<file path="config.mk">
export PLATFORM = sky130hd
export DESIGN_NAME = alu_bcd_core
export DESIGN_NICKNAME = d
export VERILOG_FILES = /design/src/rtl/alu_bcd_pkg.sv /design/src/rtl/alu_add_unit.sv /design/src/rtl/alu_sub_unit.sv /design/src/rtl/alu_misc_unit.sv /design/src/rtl/alu_bcd_core.sv
export SDC_FILE = /design/constraint.sdc
export NUM_CORES = 1
export LEC_CHECK = 0
export BUFFER_PORTS_ARGS = -buffer_cell sky130_fd_sc_hd__buf_4
export CORE_MARGIN = 3
export CORE_UTILIZATION = 55
export CTS_CLUSTER_DIAMETER = 200
export DETAILED_ROUTE_END_ITERATION = 16
export PLACE_DENSITY = 0.75
export SYNTH_ARGS = -nofsm -noshare
export SYNTH_HDL_FRONTEND = slang
export SYNTH_SLANG_ARGS = --single-unit
</file>
<file path="constraint.sdc">
create_clock -name clk -period 4.1 [get_ports clk]
set_clock_uncertainty 0.2 [all_clocks]
set_input_delay 0.205 -clock clk [delete_from_list [all_inputs] [get_ports clk]]
set_output_delay 0.205 -clock clk [all_outputs]
set_load 0.01 [all_outputs]
</file>
<file path="src/rtl/alu_bcd_pkg.sv">
// Shared widths, operation codes and the per-unit result bundle.
// Assumes an 8-bit datapath split into two 4-bit decimal digits.
package alu_bcd_pkg;
    localparam int DATA_W = 8;
    localparam int NIB_W  = DATA_W / 2;
    localparam int OP_W   = 3;

    typedef enum logic [OP_W-1:0] {
        OP_ADD = 3'd0,
        OP_SUB = 3'd1,
        OP_BIT = 3'd2,
        OP_INC = 3'd3,
        OP_DEC = 3'd4
    } alu_op_e;

    typedef struct packed {
        logic [DATA_W-1:0] res;
        logic              n;
        logic              v;
        logic              z;
        logic              c;
    } alu_out_t;
endpackage

</file>
<file path="src/rtl/alu_add_unit.sv">
// Add-with-carry in binary or packed decimal.
// Assumes the caller selects this unit's bundle only for the add operation.
module alu_add_unit
    import alu_bcd_pkg::*;
(
    input  logic [DATA_W-1:0] a,
    input  logic [DATA_W-1:0] m,
    input  logic              cin,
    input  logic              dec,
    output alu_out_t          y
);
    localparam int LO_W = NIB_W + 2;
    localparam int HI_W = DATA_W + 2;

    logic [DATA_W:0]     bsum;
    logic [LO_W-1:0]     lo_raw;
    logic [NIB_W-1:0]    lo_fix;
    logic [HI_W-1:0]     hi_raw, hi_mid, hi_fix;
    logic                lo_adj, hi_adj;
    logic [DATA_W-1:0]   dres;

    // Binary sum and decimal digit-corrected sum, then selection by mode.
    always_comb begin
        bsum   = {1'b0, a} + {1'b0, m} + (DATA_W+1)'(cin);
        lo_raw = {2'b00, a[NIB_W-1:0]} + {2'b00, m[NIB_W-1:0]} + LO_W'(cin);
        hi_raw = {2'b00, a[DATA_W-1:NIB_W], {NIB_W{1'b0}}}
               + {2'b00, m[DATA_W-1:NIB_W], {NIB_W{1'b0}}};
        lo_adj = lo_raw > LO_W'(9);
        lo_fix = lo_adj ? (lo_raw[NIB_W-1:0] + NIB_W'(6)) : lo_raw[NIB_W-1:0];
        hi_mid = lo_adj ? (hi_raw + HI_W'(16)) : hi_raw;
        hi_adj = hi_mid > HI_W'(144);
        hi_fix = hi_adj ? (hi_mid + HI_W'(96)) : hi_mid;
        dres   = hi_fix[DATA_W-1:0] + {{NIB_W{1'b0}}, lo_fix};
        if (dec) begin
            y.res = dres;
            y.v   = ~(a[DATA_W-1] ^ m[DATA_W-1]) & (a[DATA_W-1] ^ hi_mid[DATA_W-1]);
            y.c   = |hi_fix[HI_W-1:DATA_W];
        end else begin
            y.res = bsum[DATA_W-1:0];
            y.v   = ~(a[DATA_W-1] ^ m[DATA_W-1]) & (a[DATA_W-1] ^ bsum[DATA_W-1]);
            y.c   = bsum[DATA_W];
        end
        y.n = y.res[DATA_W-1];
        y.z = (y.res == '0);
    end
endmodule

</file>
<file path="src/rtl/alu_sub_unit.sv">
// Subtract-with-borrow in binary or packed decimal (carry high = no borrow).
// Assumes the caller selects this unit's bundle only for the subtract operation.
module alu_sub_unit
    import alu_bcd_pkg::*;
(
    input  logic [DATA_W-1:0] a,
    input  logic [DATA_W-1:0] m,
    input  logic              cin,
    input  logic              dec,
    output alu_out_t          y
);
    logic [DATA_W:0]   bdiff;
    logic              brw, wrap, lo_neg;
    logic [DATA_W-1:0] dres;

    // Raw difference, then optional decimal corrections on the low byte.
    always_comb begin
        brw    = ~cin;
        bdiff  = {1'b0, a} - {1'b0, m} - (DATA_W+1)'(brw);
        wrap   = bdiff[DATA_W];
        lo_neg = {1'b0, a[NIB_W-1:0]} < ({1'b0, m[NIB_W-1:0]} + (NIB_W+1)'(brw));
        dres   = bdiff[DATA_W-1:0]
               - (wrap   ? DATA_W'(96) : '0)
               - (lo_neg ? DATA_W'(6)  : '0);
        y.res  = dec ? dres : bdiff[DATA_W-1:0];
        y.v    = (a[DATA_W-1] ^ bdiff[DATA_W-1]) & (a[DATA_W-1] ^ m[DATA_W-1]);
        y.c    = ~wrap;
        y.n    = y.res[DATA_W-1];
        y.z    = (y.res == '0);
    end
endmodule

</file>
<file path="src/rtl/alu_misc_unit.sv">
// Bit test, accumulator increment and decrement.
// Assumes the caller masks the flags each operation does not own.
module alu_misc_unit
    import alu_bcd_pkg::*;
(
    input  logic [OP_W-1:0]   op,
    input  logic [DATA_W-1:0] a,
    input  logic [DATA_W-1:0] m,
    output alu_out_t          y
);
    // Result and candidate flags for the non-arithmetic operations.
    always_comb begin
        unique case (op)
            OP_INC:  y.res = a + DATA_W'(1);
            OP_DEC:  y.res = a - DATA_W'(1);
            default: y.res = a;
        endcase
        y.c = 1'b0;
        if (op == OP_BIT) begin
            y.n = m[DATA_W-1];
            y.v = m[DATA_W-2];
            y.z = ((a & m) == '0);
        end else begin
            y.n = y.res[DATA_W-1];
            y.v = 1'b0;
            y.z = (y.res == '0);
        end
    end
endmodule

</file>
<file path="src/rtl/alu_bcd_core.sv">
// Top: selects the unit bundle for the op, masks flags per op, and
// registers everything on start with a one-cycle valid pulse.
// Assumes start is a single-cycle strobe; outputs hold between strobes.
module alu_bcd_core
    import alu_bcd_pkg::*;
(
    input  logic              clk,
    input  logic              rst_n,
    input  logic              start,
    input  logic [2:0]        op,
    input  logic [7:0]        acc,
    input  logic [7:0]        opnd,
    input  logic              carry_in,
    input  logic              dec_mode,
    input  logic              imm_mode,
    output logic [7:0]        res,
    output logic              flag_n,
    output logic              flag_v,
    output logic              flag_z,
    output logic              flag_c,
    output logic              upd_n,
    output logic              upd_v,
    output logic              upd_z,
    output logic              upd_c,
    output logic              res_valid
);
    alu_out_t   add_y, sub_y, misc_y, sel_y;
    logic [3:0] en;

    alu_add_unit u_add (.a(acc), .m(opnd), .cin(carry_in), .dec(dec_mode), .y(add_y));
    alu_sub_unit u_sub (.a(acc), .m(opnd), .cin(carry_in), .dec(dec_mode), .y(sub_y));
    alu_misc_unit u_misc (.op(op), .a(acc), .m(opnd), .y(misc_y));

    // Pick the unit bundle and the flag enables {n,v,z,c} for the op.
    always_comb begin
        unique case (op)
            OP_ADD:         begin sel_y = add_y;  en = 4'b1111; end
            OP_SUB:         begin sel_y = sub_y;  en = 4'b1111; end
            OP_BIT:         begin sel_y = misc_y; en = imm_mode ? 4'b0010 : 4'b1110; end
            OP_INC, OP_DEC: begin sel_y = misc_y; en = 4'b1010; end
            default:        begin sel_y = misc_y; en = 4'b0000; end
        endcase
    end

    // Output register: capture on start, pulse valid, hold otherwise.
    always_ff @(posedge clk) begin
        if (!rst_n) begin
            res <= '0; flag_n <= 1'b0; flag_v <= 1'b0; flag_z <= 1'b0; flag_c <= 1'b0;
            upd_n <= 1'b0; upd_v <= 1'b0; upd_z <= 1'b0; upd_c <= 1'b0;
            res_valid <= 1'b0;
        end else begin
            res_valid <= start;
            if (start) begin
                res    <= sel_y.res;
                flag_n <= sel_y.n & en[3];
                flag_v <= sel_y.v & en[2];
                flag_z <= sel_y.z & en[1];
                flag_c <= sel_y.c & en[0];
                {upd_n, upd_v, upd_z, upd_c} <= en;
            end
        end
    end

    p_valid_after_start_r11: assert property (@(posedge clk) disable iff (!rst_n)
        start |=> res_valid);
    p_idle_holds_r11: assert property (@(posedge clk) disable iff (!rst_n)
        !start |=> (!res_valid && $stable(res) && $stable(flag_z) && $stable(upd_z)));
    p_bit_imm_only_z_r7: assert property (@(posedge clk) disable iff (!rst_n)
        (res_valid && $past(op) == OP_BIT && $past(imm_mode)) |-> (!upd_n && !upd_v && !upd_c && upd_z));
    p_incdec_nz_only_r8: assert property (@(posedge clk) disable iff (!rst_n)
        (res_valid && ($past(op) == OP_INC || $past(op) == OP_DEC)) |-> (!upd_v && !upd_c));
    p_zero_tracks_res_r1: assert property (@(posedge clk) disable iff (!rst_n)
        (res_valid && upd_z && $past(op) != OP_BIT) |-> (flag_z == (res == 8'h00)));
    p_bcd_digits_r2: assert property (@(posedge clk) disable iff (!rst_n)
        (res_valid && $past(op) == OP_ADD && $past(dec_mode)
         && $past(acc[3:0]) <= 4'd9 && $past(acc[7:4]) <= 4'd9
         && $past(opnd[3:0]) <= 4'd9 && $past(opnd[7:4]) <= 4'd9)
        |-> (res[3:0] <= 4'd9 && res[7:4] <= 4'd9));
endmodule

</file>
# Yosys cells after proc, flatten, opt, wreduce, memory -nomap -nowiden
# Index checks and enable logic that the tools add are counted.
[totals] ff_bits=17 input_bits=25 word_cells=70
[classes] n_addsub=16 order_cmp=3 eq_ne=4 n_mux=14 bitwise=15 n_reduce_logical=8
[op_table] cell="$logic_not A8 Y1" n=4
[op_table] cell="$pmux W12 S2" n=1
[op_table] cell="$mux W10" n=2
[op_table] cell="$add A8 B8 Y9" n=2
[op_table] cell="$mux W8" n=2
[op_table] cell="$pmux W8 S2" n=1
[op_table] cell="$sub A8 B8 Y8" n=2
[op_table] cell="$pmux W4 S3" n=1
[op_table] cell="$add A10 B5 Y10 const B" n=1
[op_table] cell="$add A10 B7 Y10 const B" n=1
[op_table] cell="$gt A10 B8 Y1 const B" n=1
[op_table] cell="$add A9 B1 Y9" n=1
[op_table] cell="$sub A8 B8 Y9" n=1
[op_table] cell="$sub A9 B1 Y9" n=1
[op_table] cell="$add A8 B1 Y8 const B" n=1
[op_table] cell="$add A8 B4 Y8" n=1
[op_table] cell="$and A8 B8 Y8" n=1
[op_table] cell="$mux W4" n=2
[op_table] cell="$sub A8 B1 Y8 const B" n=1
[op_table] cell="$and A1 B1 Y1" n=7
[op_table] cell="$mux W7" n=1
[op_table] cell="$add A6 B1 Y6" n=1
[op_table] cell="$eq A3 B2 Y1 const B" n=2
[op_table] cell="$gt A6 B4 Y1 const B" n=1
[op_table] cell="other kinds (12)" n=21

# Longest topological paths before layout
[logic_depth] ltp_word=11 mapped_depth=20 ltp_nobuf=20

# By module
# Synthesis repeated with hierarchy kept, for this count alone.
[unflattened] hier_cells=423 area_unflattened_um2=3428.3
[by_module_without_submodules] mod="alu_sub_unit" n_inst=1 cells_each=138 area_each_um2=1043.5
[by_module_without_submodules] mod="alu_bcd_core" n_inst=1 cells_each=102 area_each_um2=973.4
[by_module_without_submodules] mod="alu_add_unit" n_inst=1 cells_each=117 area_each_um2=882.1
[by_module_without_submodules] mod="alu_misc_unit" n_inst=1 cells_each=66 area_each_um2=529.3

# Worst setup path before layout
# Ideal clock, no wire load.
[synth_path] kind="in2reg" start="input port acc[0]" end="register flag_z" t_arrival_ps=3953 required_time_ps=3816 setup_slack_ps=-137 path_stages=19 path_buffers=0 path_cell_list="inv_1 > fa_1 > inv_1 > ha_1 > o21ai_0 > nand2_1 > maj3_1 > a21oi_1 > xor2_1 > ha_1 > inv_1 > ha_1 > or4_1 > o311ai_0 > a211oi_1 > xor2_1 > a31oi_1 > or4bb_1 > o31ai_2"
[synth_via] elab_chain_len=11 elab_cells_between_ends=32 cone_classes="add/sub: 13; order compare: 3; mux: 10; bitwise: 2; reduce/logical: 4"
[synth_lines] element="from (decl)" line="alu_bcd_core.sv:11" text="input logic [7:0] acc,"
[synth_lines] element="$add A4 B4 Y5" line="alu_add_unit.sv:25" text="lo_raw = {2'b00, a[NIB_W-1:0]} + {2'b00, m[NIB_W-1:0]} + LO_W'(cin);"
[synth_lines] element="$add A6 B1 Y6" line="alu_add_unit.sv:25"
[synth_lines] element="$gt A6 B4 Y1" line="alu_add_unit.sv:28" text="lo_adj = lo_raw > LO_W'(9);"
[synth_lines] element="$mux W10" line="alu_add_unit.sv:30" text="hi_mid = lo_adj ? (hi_raw + HI_W'(16)) : hi_raw;"
[synth_lines] element="$add A10 B7 Y10 / $gt A10 B8 Y1 (equally long branches)" line="alu_add_unit.sv:32, alu_add_unit.sv:31"
[synth_lines] element="$mux W10" line="alu_add_unit.sv:32" text="hi_fix = hi_adj ? (hi_mid + HI_W'(96)) : hi_mid;"
[synth_lines] element="$add A8 B4 Y8" line="alu_add_unit.sv:33" text="dres = hi_fix[DATA_W-1:0] + {{NIB_W{1'b0}}, lo_fix};"
[synth_lines] element="$mux W8" line="alu_add_unit.sv:34" text="if (dec) begin"
[synth_lines] element="$logic_not A8 Y1" line="alu_add_unit.sv:44" text="y.z = (y.res == '0);"
[synth_lines] element="$pmux W12 S2 *" line="alu_bcd_core.sv:36" text="unique case (op)"
[synth_lines] element="$and A1 B1 Y1 *" line="alu_bcd_core.sv:57" text="flag_z <= sel_y.z & en[1];"
[synth_lines] element="to (signal assigned)" line="alu_bcd_core.sv:57"
[synth_lines] element="to (decl)" line="alu_bcd_core.sv:19" text="output logic flag_z,"
# Mark *: on every way between the ends. The rest lies on a longest branch, timed or not.
# A chain may end at the register's enable or synchronous reset.

# Final worst setup path
# Ends and elaborated chain as after synthesis.

==> metrics.md <==
| Metric | Value |
|---|---|
| Critical path data arrival time | `4.29 ns` |
| # rows | `29` |
| M3 GR Usage | `3.17%` |
| Pre-CTS setup slack | `-0.366 ns` |
| Vias per cell | `6.37` |
| Worst Reg-to-Reg Cells | `3` |
| Height of the chip | `slightly below 90 um` |
| Commonest non-fill, non-tap cell in the layout | `buf_4` |
| CTS clk-pin slew, worst paths | `0.07 ns` |
| Vias post-DR | `4354` |
| Total power | `approximately 1500 uW` |
| Fin crit share | `105%` |
| FMAX | `232 MHz` |
| Outcome | `finished with violations` |
| Largest net degree at the start of global routing | `24` |
| Initial antenna violation count | `0` |
| CTS Buf Count | `3` |
| Die W | `just under 90 um` |
| Crit Path Category | `input port to flip-flop` |
| Min cycle time layout | `about 4.3 ns` |
| Slowest cell on the critical path | `or4bb_1` |
| Sink Count | `17` |
| Unique masters post-synth | `97` |
| Critical path, cell by cell | `buf_8, clkinvlp_4, fa_2, fa_2, o211ai_1, a31o_2, a21oi_2, nor2_2, o21ai_2, nand2b_1, xnor2_2, ha_1, inv_2, ha_4, or4_4, o311ai_4, a211oi_2, xor2_1, a31oi_1, or4bb_1, o31ai_2` |
| IO Port Bufs | `between 40 and 50` |
| Leakage power | `between 0.002 and 0.0025 uW` |
| Startpoint types | `input port` |
| Global Route Usage Sum | `roughly a third` |
| Leading area contributor after synthesis | `ha_1` |
| # IOs | `42` |
| Die area | `~0.008 mm^2` |
| Synth Warn # | `0` |
| PwrDens | `~300 mW/mm^2` |
| Crit path buf inv count | `3` |
| Setup-failing EPs final | `3` |
| Layout net count | `686` |
| Layout cells sized above 1 | `a little under a third` |
| Final WS setup | `-0.219 ns` |
| Clock Latency Late Sink | `about 0.25 ns` |
| Met1 Use GR | `about two fifths` |
| Synth top area share | `around 16%` |
| Ys async rst share | `0%` |
| Detailed Route Iter0 Violations | `372` |
| Gpl congestion | `0.945` |
| Area contributors post-synth | `ha_1 (16%), dfxtp_1 (9.1%), a21oi_1 (5.0%)` |
| Grt met2 use | `54.5%` |
| Final Max Tran Viols | `0` |
| Ant diodes | `0` |
| EDFF count, synth | `0` |
| Unrepaired setup endpoints after global routing | `true` |
| Cell count after synthesis | `approximately 500` |
| Synth Net Count | `about 570` |
| Setup TNS | `-0.244 ns` |
| Cell family with most CP delay | `simple AND/OR/NAND/NOR gates` |
| Failing checks | `negative setup slack` |
| Avg Cell Area, Syn | `around 7.5 um^2` |
| Vias in the first global route | `4065` |
| Worst EP required | `between 4 and 5 ns` |
| Synthesized cell area | `between 0.003 and 0.004 mm^2` |
| Initial Utilization | `between 50 and 60%` |
| Most frequent cells in the layout | `buf_4 (129), ha_1 (44), inv_1 (43)` |
| Peak supply drop | `roughly 180 uV` |
| Area growth syn-to-layout | `29.9%` |
| Dpl hpwl | `about 9.1 mm` |
| Total grt overflow | `0` |
| TritonCTS clock tree | `yes` |
| WL final | `about 13 mm` |
| Residual DRC | `0` |
| Drt pass-1 iters | `8` |
| Synth Flop Type | `dfxtp_1` |
| Root Buffer | `clkbuf_8` |
| Seq/Total Area, Yosys | `a little under a tenth` |
| GRT busiest layer | `met2` |
| Critical path's largest stage delay | `around 0.51 ns` |
| Worst-path maximum fanout | `3` |
| Final instance area | `roughly 0.0048 mm^2` |
| CTS H-tree depth | `1` |
| Max_cap viols | `0` |
| Util after Layout | `around three quarters` |
| DP Area | `between 0.004 and 0.005 mm^2` |
| Slew @ Worst Pin | `~0.7 ns` |
| Most frequent cell on the critical path | `fa_2` |
| Post-CTS Hold Buffers | `0` |
| Hold-critical path depth | `2` |
| Deepest clock path buffer count | `2` |
| Max-slew headroom | `54.0%` |
| Core area | `around 0.0065 mm^2` |
| CP Depth | `21` |
| Final Hold Fails | `0` |
| Min-delay worst type | `input port to flip-flop` |
| Synth Register Bits | `17` |
| WL/cell | `between 15 and 20 um` |
| First-pass GRT wire length | `19.7 mm` |
| Crit end category | `flip-flop` |
| Antenna violation net count after detailed routing | `0` |
metal layers:
metal	share of wire, %	up-vias
li1	-	2036
met1	40	1984
met2	46	262
met3	8.1	72
met4	5.2	0
met5	0	-
cell families (layout without fill, tap and decap cells):
group	count (synthesis)	after routing	synth area share (%)
buffers and inverters	71	182	8.52
DFF	17	17	9.13
AOI/OAI and AO/OA	160	160	31.5
muxes	3	3	0.872
xor gates and xnor gates	33	33	8.32
adders and majority gates	55	55	19.8
and+or+nand+nor	156	156	21.9
final cells by class:
cell class,instances,area (um^2)
clock buffers,4,45.0
fillers,507,1620
inverters,48,184
multi-input cells,407,3190
flip-flops and latches,17,340
well taps,77,96.3
repair buffers,130,983
synth_stat cells, drive strengths merged (4+ instances only):
cell,instances
o31ai,9
clkbuf,17
inv,48
xor2,10
a21boi,6
nor4,5
a21oi,37
a21o,4
nor2,39
nand2b,6
nand2,30
o31a,4
o211ai,9
o21a,6
buf,6
o21ai,29
ha,47
xnor2,22
or4,4
nor2b,5
a211oi,7
fa,7
or2,5
dfxtp,17
nand3,17
a31oi,6
nor3,18
and2,7
state kept, by name (all words and copies together) (netlist names):
register	flops
res_valid	1
flag_n	1
upd_c	1
upd_n	1
flag_z	1
flag_c	1
upd_v	1
flag_v	1
upd_z	1
res	8
worst paths after layout:
check,from,endpoint,slack (ns)
max,acc[0],flag_z,-0.22
min,rst_n,upd_c,0.10
max reg2reg,flag_z,flag_z,2.79
min reg2reg,upd_c,upd_c,0.28
stage by stage:
step	hold WS, ns	instances
2_1_floorplan	0.243	495
3_3_place_gp	0.261	653
3_5_place_dp	0.272	653
4_1_cts	0.0996	680
5_1_grt	0.106	683
6_report	0.104	683
timing repair:
item	4_1_cts	5_1_grt
setup endpoints to repair	1	3
pin swaps	18	23
setup buffers	24	4
resized for setup	16	11
endpoints found under the hold margin	0	0
cloned	0	0
where the power goes:
part | switching [uW] | internal [uW]
clock network | 56.2 | 69.0
logic | 604 | 561
registers | 6.42 | 178
total | 666 | 808
Power figures use the tool's default switching activity.
